`src/rtl/ptw_pkg.sv`:
```
package ptw_pkg;

    typedef enum logic [2:0] {
        S_IDLE  = 3'd0,
        S_ROOT  = 3'd1,
        S_LR    = 3'd2,
        S_SC    = 3'd3,
        S_GRANT = 3'd4,
        S_FAULT = 3'd5
    } walk_state_t;

    localparam logic [1:0] OP_READ   = 2'd0;
    localparam logic [1:0] OP_LDRES  = 2'd1;
    localparam logic [1:0] OP_STCOND = 2'd2;

    localparam logic [31:0] F_PRESENT  = 32'h0000_0001;
    localparam logic [31:0] F_HASHED   = 32'h0000_0002;
    localparam logic [31:0] F_USER     = 32'h0000_0004;
    localparam logic [31:0] F_DIRTY    = 32'h0000_0080;
    localparam logic [31:0] F_ACCESSED = 32'h0000_0100;
    localparam logic [31:0] F_WRITE    = 32'h0000_0400;

endpackage

```
`src/rtl/ptw_addr.sv`:
```
module ptw_addr #(
    parameter int PAGE_W     = 12,
    parameter int ROOT_IDX_W = 10,
    parameter int LEAF_IDX_W = 10,
    localparam int BASE_W    = 32 - PAGE_W
) (
    input  logic              leaf_phase,
    input  logic [31:0]       root_base,
    input  logic [BASE_W-1:0] tbl_base,
    input  logic [31:0]       vaddr,
    output logic [31:0]       addr
);
    logic [31:0] root_addr;
    logic [31:0] leaf_addr;

    // entries are 4 bytes, so each index is shifted left by two
    assign root_addr = {root_base[31:PAGE_W], {PAGE_W{1'b0}}}
                     | (32'(vaddr[31 -: ROOT_IDX_W]) << 2);
    assign leaf_addr = {tbl_base, {PAGE_W{1'b0}}}
                     | (32'(vaddr[PAGE_W +: LEAF_IDX_W]) << 2);
    assign addr      = leaf_phase ? leaf_addr : root_addr;
endmodule

```
`src/rtl/ptw_perm.sv`:
```
module ptw_perm
    import ptw_pkg::*;
#(
    parameter logic [31:0] KBASE = 32'hC000_0000
) (
    input  logic [31:0] vaddr,
    input  logic        is_write,
    input  logic        user_mode,
    input  logic [31:0] leaf,
    output logic        deny,
    output logic [31:0] leaf_new
);
    logic [31:0] need;

    always_comb begin
        need = F_PRESENT;
        if (vaddr < KBASE || user_mode) need = need | F_USER;
        if (is_write)                   need = need | F_WRITE;
        deny     = |(need & ~leaf);
        leaf_new = leaf | F_ACCESSED | F_HASHED | (is_write ? F_DIRTY : 32'h0);
    end
endmodule

```
`src/rtl/ptw_counter.sv`:
```
module ptw_counter #(
    parameter int W = 16
) (
    input  logic         clk,
    input  logic         rst_n,
    input  logic         inc,
    output logic [W-1:0] count
);
    always_ff @(posedge clk) begin
        if (!rst_n)   count <= '0;
        else if (inc) count <= count + 1'b1;
    end
endmodule

```
`src/rtl/ptw_walker.sv`:
```
module ptw_walker
    import ptw_pkg::*;
#(
    parameter logic [31:0] KBASE      = 32'hC000_0000,
    parameter int          CNT_W      = 16,
    parameter int          PAGE_W     = 12,
    parameter int          ROOT_IDX_W = 10,
    parameter int          LEAF_IDX_W = 10
) (
    input  logic             clk,
    input  logic             rst_n,
    input  logic             req_valid,
    input  logic [31:0]      req_vaddr,
    input  logic             req_write,
    input  logic             req_user_mode,
    output logic             busy,
    input  logic [31:0]      task_root,
    input  logic [31:0]      kern_root,
    output logic             mem_req,
    output logic [1:0]       mem_op,
    output logic [31:0]      mem_addr,
    output logic [31:0]      mem_wdata,
    input  logic             mem_ack,
    input  logic [31:0]      mem_rdata,
    input  logic             mem_sc_ok,
    output logic             grant_valid,
    output logic [31:0]      grant_vaddr,
    output logic [31:0]      grant_old,
    output logic [31:0]      grant_new,
    output logic             fault_valid,
    output logic [CNT_W-1:0] reload_count
);
    localparam int BASE_W = 32 - PAGE_W;

    walk_state_t       st, st_nx;
    logic [31:0]       va_q, root_q, old_q, new_q;
    logic              wr_q, um_q;
    logic [BASE_W-1:0] tbl_q;
    logic              deny;
    logic [31:0]       leaf_new;
    logic              no_map;
    logic              sc_done;

    assign no_map  = (mem_rdata[31:PAGE_W] == '0);
    assign sc_done = (st == S_SC) && mem_ack && mem_sc_ok;

    ptw_perm #(.KBASE(KBASE)) u_perm (
        .vaddr    (va_q),
        .is_write (wr_q),
        .user_mode(um_q),
        .leaf     (mem_rdata),
        .deny     (deny),
        .leaf_new (leaf_new)
    );

    ptw_addr #(
        .PAGE_W    (PAGE_W),
        .ROOT_IDX_W(ROOT_IDX_W),
        .LEAF_IDX_W(LEAF_IDX_W)
    ) u_addr (
        .leaf_phase(st != S_ROOT),
        .root_base (root_q),
        .tbl_base  (tbl_q),
        .vaddr     (va_q),
        .addr      (mem_addr)
    );

    ptw_counter #(.W(CNT_W)) u_cnt (
        .clk  (clk),
        .rst_n(rst_n),
        .inc  (sc_done),
        .count(reload_count)
    );

    // state register
    always_ff @(posedge clk) begin
        if (!rst_n) st <= S_IDLE;
        else        st <= st_nx;
    end

    // transitions
    always_comb begin
        st_nx = st;
        unique case (st)
            S_IDLE:  if (req_valid) st_nx = S_ROOT;
            S_ROOT:  if (mem_ack)   st_nx = no_map ? S_FAULT : S_LR;
            S_LR:    if (mem_ack)   st_nx = deny ? S_FAULT : S_SC;
            S_SC:    if (mem_ack)   st_nx = mem_sc_ok ? S_GRANT : S_LR;
            S_GRANT: st_nx = S_IDLE;
            S_FAULT: st_nx = S_IDLE;
            default: st_nx = S_IDLE;
        endcase
    end

    // walk context
    always_ff @(posedge clk) begin
        if (!rst_n) begin
            va_q   <= '0;
            wr_q   <= 1'b0;
            um_q   <= 1'b0;
            root_q <= '0;
            tbl_q  <= '0;
            old_q  <= '0;
            new_q  <= '0;
        end else begin
            if (st == S_IDLE && req_valid) begin
                va_q   <= req_vaddr;
                wr_q   <= req_write;
                um_q   <= req_user_mode;
                root_q <= (req_vaddr >= KBASE) ? kern_root : task_root;
            end
            if (st == S_ROOT && mem_ack) tbl_q <= mem_rdata[31:PAGE_W];
            if (st == S_LR && mem_ack) begin
                old_q <= mem_rdata;
                new_q <= leaf_new;
            end
        end
    end

    // outputs
    always_comb begin
        busy        = (st != S_IDLE);
        mem_req     = 1'b0;
        mem_op      = OP_READ;
        mem_wdata   = '0;
        grant_valid = 1'b0;
        fault_valid = 1'b0;
        unique case (st)
            S_IDLE:  ;
            S_ROOT:  mem_req = 1'b1;
            S_LR:    begin mem_req = 1'b1; mem_op = OP_LDRES; end
            S_SC:    begin mem_req = 1'b1; mem_op = OP_STCOND; mem_wdata = new_q; end
            S_GRANT: grant_valid = 1'b1;
            S_FAULT: fault_valid = 1'b1;
            default: ;
        endcase
        grant_vaddr = va_q;
        grant_old   = old_q;
        grant_new   = new_q;
    end

    // a request stays put until acknowledged
    p_hold_req_r10: assert property (@(posedge clk) disable iff (!rst_n)
        mem_req && !mem_ack |=> mem_req && $stable(mem_addr) && $stable(mem_op));

    // grant and fault are exclusive
    p_excl_r8: assert property (@(posedge clk) disable iff (!rst_n)
        !(grant_valid && fault_valid));

    // each grant is accompanied by one counter step
    p_cnt_step_r9: assert property (@(posedge clk) disable iff (!rst_n)
        grant_valid |-> reload_count == $past(reload_count) + 1'b1);

    // a fault leaves the counter alone
    p_cnt_hold_r9: assert property (@(posedge clk) disable iff (!rst_n)
        fault_valid |-> $stable(reload_count));

    // the store always carries referenced and hash-present
    p_sc_flags_r6: assert property (@(posedge clk) disable iff (!rst_n)
        mem_req && mem_op == OP_STCOND |->
            (mem_wdata & (F_ACCESSED | F_HASHED)) == (F_ACCESSED | F_HASHED));

    // a fault never follows a store attempt directly
    p_fault_nostore_r5: assert property (@(posedge clk) disable iff (!rst_n)
        fault_valid |-> $past(mem_op) != OP_STCOND);

    // a lost reservation goes back to the reserved load
    p_retry_r7: assert property (@(posedge clk) disable iff (!rst_n)
        mem_req && mem_ack && mem_op == OP_STCOND && !mem_sc_ok |=>
            mem_req && mem_op == OP_LDRES);

    // a pulse while busy does not restart the walk
    p_no_restart_r11: assert property (@(posedge clk) disable iff (!rst_n)
        busy && !grant_valid && !fault_valid |=> busy);
endmodule

```
`config.mk`:
```
export PLATFORM = sky130hd
export DESIGN_NAME = ptw_walker
export DESIGN_NICKNAME = d
export VERILOG_FILES = /design/src/rtl/ptw_pkg.sv /design/src/rtl/ptw_addr.sv /design/src/rtl/ptw_perm.sv /design/src/rtl/ptw_counter.sv /design/src/rtl/ptw_walker.sv
export SDC_FILE = /design/constraint.sdc
export NUM_CORES = 1
export LEC_CHECK = 0
export BUFFER_PORTS_ARGS = -buffer_cell sky130_fd_sc_hd__buf_4
export CORE_MARGIN = 8
export CORE_UTILIZATION = 38
export CTS_BUF_LIST = sky130_fd_sc_hd__clkbuf_4 sky130_fd_sc_hd__clkbuf_8
export CTS_CLUSTER_DIAMETER = 100
export CTS_CLUSTER_SIZE = 12
export DETAILED_ROUTE_END_ITERATION = 12
export GPL_TIMING_DRIVEN = 0
export PLACE_DENSITY = 0.81
export SYNTH_ARGS = -nofsm -noshare
export SYNTH_HDL_FRONTEND = slang
export SYNTH_SLANG_ARGS = --single-unit
```
`constraint.sdc`:
```
create_clock -name clk -period 2.2 [get_ports clk]
set_clock_uncertainty 0.05 [all_clocks]
set_input_delay 0.44 -clock clk [delete_from_list [all_inputs] [get_ports clk]]
set_output_delay 0.44 -clock clk [all_outputs]
set_load 0.01 [all_outputs]
```
==> results.md <==
- Setup violations remaining at the end of the flow were counted as 63.
- The count of endpoints failing hold in the final timing report is 0.
- Synthesis produced a netlist whose cell count is 728.
- The number of rows created at floorplan is 45.
- For this design the total switching power over the nets is 1710 uW.
- For this run, the leading register cell type out of synthesis is sky130_fd_sc_hd__dfxtp_1.
- The relative max-transition margin is 0.520.
- The DRC marker count from the first detailed-route iteration is 335.
- The floorplan step defined a core boundary enclosing 15000 sq um.
- The die boundary width is 139 microns.
- The clock latency on the worst-skew pair is 0.45 ns.
- The global-route wire length before repair is 36200 microns.
- In the final layout, the share of cells above drive strength 1 is 0.439.
- The slowest cell on the critical path is sky130_fd_sc_hd__dfxtp_2.
- The routed layout has 6404 vias.
- Traced cell by cell, the critical path runs through buf_6 -> nor3b_4 -> buf_6 -> buf_12 -> mux2_4 -> buf_6.
- The final reports fail on negative setup slack.
- In this run the tool buffered the top-level ports with 290 buffer cells.
- The number of antenna violations at the first check in global routing is 0.
- CTS saw 127 sinks.
- Of the total power, combinational logic draws 0.221.
- The fraction of power consumed by the clock network is 0.357.
- The class of the most critical setup path is flop to output pin.
- The detail-routed net length per standard cell is 19.4 microns.
- 317 I/O pins were placed.
- The placer congestion estimate is 0.865.
- For hold timing, the worst endpoint is grant_old[1].
- The DRC violations left is 0.
- The setup slack of the worst register-to-register path is 0.14 ns.
- The clock tree from TritonCTS is built.
- The worst setup path is captured at an output pin.
- After synthesis, the share of flip-flops with an asynchronous set or reset is 0.
- In the final design database the tool counted 1196 nets.
- The run finished, with violations left.
- The cell type with the highest occurrence count on the critical path is sky130_fd_sc_hd__buf_6.
- The startpoint identified for the worst register-to-register timing path is st[1].
- The most common cell in the synthesized netlist is sky130_fd_sc_hd__nand2_1.
- Sorting the synthesized cells by how often they occur yields sky130_fd_sc_hd__nand2_1, sky130_fd_sc_hd__dfxtp_1, sky130_fd_sc_hd__a21oi_1.
- The post-route worst setup slack is -0.235 ns.
- After synthesis, the cell types taking the most area are sky130_fd_sc_hd__dfxtp_1, sky130_fd_sc_hd__nand2_1, sky130_fd_sc_hd__a21oi_1.
- The share of total power dissipated in sequential elements is 0.422.
- The post-route clock period utilization is 1.11.
- Counting flops with a built-in enable in the synthesized netlist gives 0.
- The largest fanout on the critical path is 10.
- Along the worst hold path, the cell count comes to 3.
- The root buffer cell is sky130_fd_sc_hd__clkbuf_8.
- The synthesized design spends more area on one cell type than any other, namely sky130_fd_sc_hd__dfxtp_1.
- From synthesis to final layout, the design area changed by 62.7%.
- At the worst endpoint, the required time is 1.71 ns.
- For the pin with the worst max-slew slack, the measured transition is 0.720 ns.
- The largest net degree at the start of global routing is 17.
- Counting I/O delays and the setup requirement, the final critical path takes 2.44 ns.
- The starting utilization of the core area is 0.383.
- The max-slew violation total from the final report is 0.
- The number of buffers created by CTS is 17.
- The endpoint of the worst-slack reg-to-reg timing path is grant_vaddr[31].
- The Yosys step of the flow raised 0 warnings.
- Wires add up to 24400 microns.
- The remaining global-route overflow is 0.
- The average footprint of a synthesized cell is 7.88 sq um.
- The H-tree was split into 4 levels.
- In this run the vertical extent of the chip is 139 microns.
- At the end of the flow the core is filled with cells to 0.623.
- After clock tree synthesis, the clock-pin slew on the worst setup and hold paths is 0.07 ns.
- The share of the synthesized area in the top cell type is 0.443.
- Across every metal layer, demand over resource in global routing totals 0.240.
- The maximum clock path buffer count is 2.
- The depth of the worst register-to-register path is 8.
- Dividing total power by cell area gives a power density of 643 nW/um^2.
- The share of total power consumed by net switching is 0.284.
- The delay contributed by the slowest stage of the critical path is 0.34 ns.
- The analysis attributes to cell leakage a power of 0.00420 uW.
- Setup repair after global routing could not meet its margin everywhere.
- The count of nets left with antenna violations once routing finished came out at 0.
- The post-detailed-route via-to-cell ratio is 5.08.
- The achievable frequency is 411 MHz.
- The number of storage elements in the synthesis netlist is 127.
- The first TritonRoute pass finished after 5 iterations.
- The internal power is 4300 uW.
- The post-synthesis instance area is 5740 sq um.
- The number of different library cells used by synthesis comes to 42.
- The total inserted antenna cells is 0.
- The area of the die is 19300 sq um.
- The worst hold path begins at mem_rdata[1].
- The min-delay analysis places its worst path in the category input port to flop.
- The filler cell count in the final layout is 1271.
- Across the run, the number of max-cap violations was 0.
- The via count of the first global-routing pass is 6514.
- The share of the Yosys chip area taken by registers is 0.443.
- The type of origin of the critical path is a flop.
- Power comes to 6010 uW.
- The half-perimeter wire length after detailed placement is 17900 microns.
- Setup total negative slack on the finished layout was measured at -10.34 ns.
- The maximum ir drop on the vdd rail is 0.502 mV.
- The arrival time reported for the critical path endpoint is 1.95 ns.
## stage by stage
stage / area [sq um] / hold slack [ns] / setup WS [ns] / instances
after detailed placement: 8160 / 0.396 / -0.536 / 1207
after floorplan: 5740 / 0.382 / 0.181 / 729
final: 9340 / 0.184 / -0.235 / 1261
after global placement: 8160 / 0.387 / -0.498 / 1207
after global routing: 9340 / 0.169 / -0.277 / 1261
after CTS: 9110 / 0.163 / -0.226 / 1263
## sequential cells by signal, summed over array words and instances, names as in the netlist
name,cells
grant_new,2
grant_old,32
wr_q,1
um_q,1
u_cnt.count,16
tbl_q,20
grant_vaddr,32
st,3
root_q,20
## power groups by stage
stage / Sequential, uW / Combinational [uW] / Clock (uW)
final: 2540 / 1330 / 2150
after floorplan: 2580 / 519 / 0
after global routing: 2550 / 1420 / 2290
after detailed placement: 2580 / 1100 / 0
after global placement: 2580 / 1090 / 0
after CTS: 2530 / 1310 / 2170
## per-layer routing
metal | wire (microns) | track usage | vias to the layer above
met3 | 2350 | 0.0974 | 37
met1 | 9250 | 0.254 | 2992
met2 | 12400 | 0.424 | 299
met4 | 485 | 0.0843 | 0
met5 | 0 | 0 | -
li1 | - | - | 3076
## how the worst max path moves through the flow
| stage | to | startpoint |
|---|---|---|
| finish | mem_addr[27] | st[0] |
| global route | mem_addr[27] | st[2] |
| CTS | mem_addr[20] | st[1] |
| detailed placement | mem_wdata[8] | st[0] |
| global placement | mem_wdata[8] | st[0] |
| floorplan | mem_wdata[8] | st[0] |
## area by class of cell
class	count	area, sq um	share of cell area
Multi-Input combinational cell	511	2930	0.314
Timing Repair Buffer	312	2630	0.281
Sequential cell	127	2550	0.273
Buffer	83	551	0.0590
Clock buffer	21	277	0.0296
Tap cell	188	235	0.0252
Clock inverter	11	139	0.0149
Inverter	8	30.0	0.00322
## kinds of logic (layout without fill, tap and decap cells)
family	count (synthesis)	after routing	synth area share
xor+xnor	9	9	0.0137
flops	127	127	0.443
simple gates	343	343	0.272
compound gates	125	125	0.124
other cells	1	2	0.000653
buf+inv	91	435	0.0839
mux	31	31	0.0606
fa+ha+maj	1	1	0.00218
## worst max-delay path: cells and delay by family (launching register included)
kind                   cells  cell delay [ns]
buffers and inverters      4             0.61
DFF                        1             0.34
muxes                      1             0.32
and+or+nand+nor            1             0.21
## timing repair
action	4_1_cts	5_1_grt
resized for setup	90	86
hold buffers	0	0
setup buffers	20	0
setup endpoints to repair	79	77
gates cloned	4	0
pin swaps	2	2
## cells in the final DEF (no fill, tap or decap), types with 3 or more instances in the layout
cell                        count
sky130_fd_sc_hd__buf_2          8
sky130_fd_sc_hd__clkbuf_1      31
sky130_fd_sc_hd__nand2_1      203
sky130_fd_sc_hd__xnor2_1        8
sky130_fd_sc_hd__nor2_1        36
sky130_fd_sc_hd__dfxtp_2        3
sky130_fd_sc_hd__nor3_1         5
sky130_fd_sc_hd__bufinv_16      3
sky130_fd_sc_hd__nor4_1        10
sky130_fd_sc_hd__nand4b_1       3
sky130_fd_sc_hd__nand3_1       26
sky130_fd_sc_hd__o21ai_0        7
sky130_fd_sc_hd__buf_6         72
sky130_fd_sc_hd__mux2_4        30
sky130_fd_sc_hd__buf_8          5
sky130_fd_sc_hd__buf_12         3
sky130_fd_sc_hd__inv_1          7
sky130_fd_sc_hd__and2_4        30
sky130_fd_sc_hd__clkinv_2       5
sky130_fd_sc_hd__buf_4        273
sky130_fd_sc_hd__dfxtp_1      124
sky130_fd_sc_hd__clkbuf_8      20
sky130_fd_sc_hd__and2_1         4
sky130_fd_sc_hd__a311oi_1      20
sky130_fd_sc_hd__a21oi_1       93
sky130_fd_sc_hd__or3_1          5
Power figures use the tool's default switching activity.
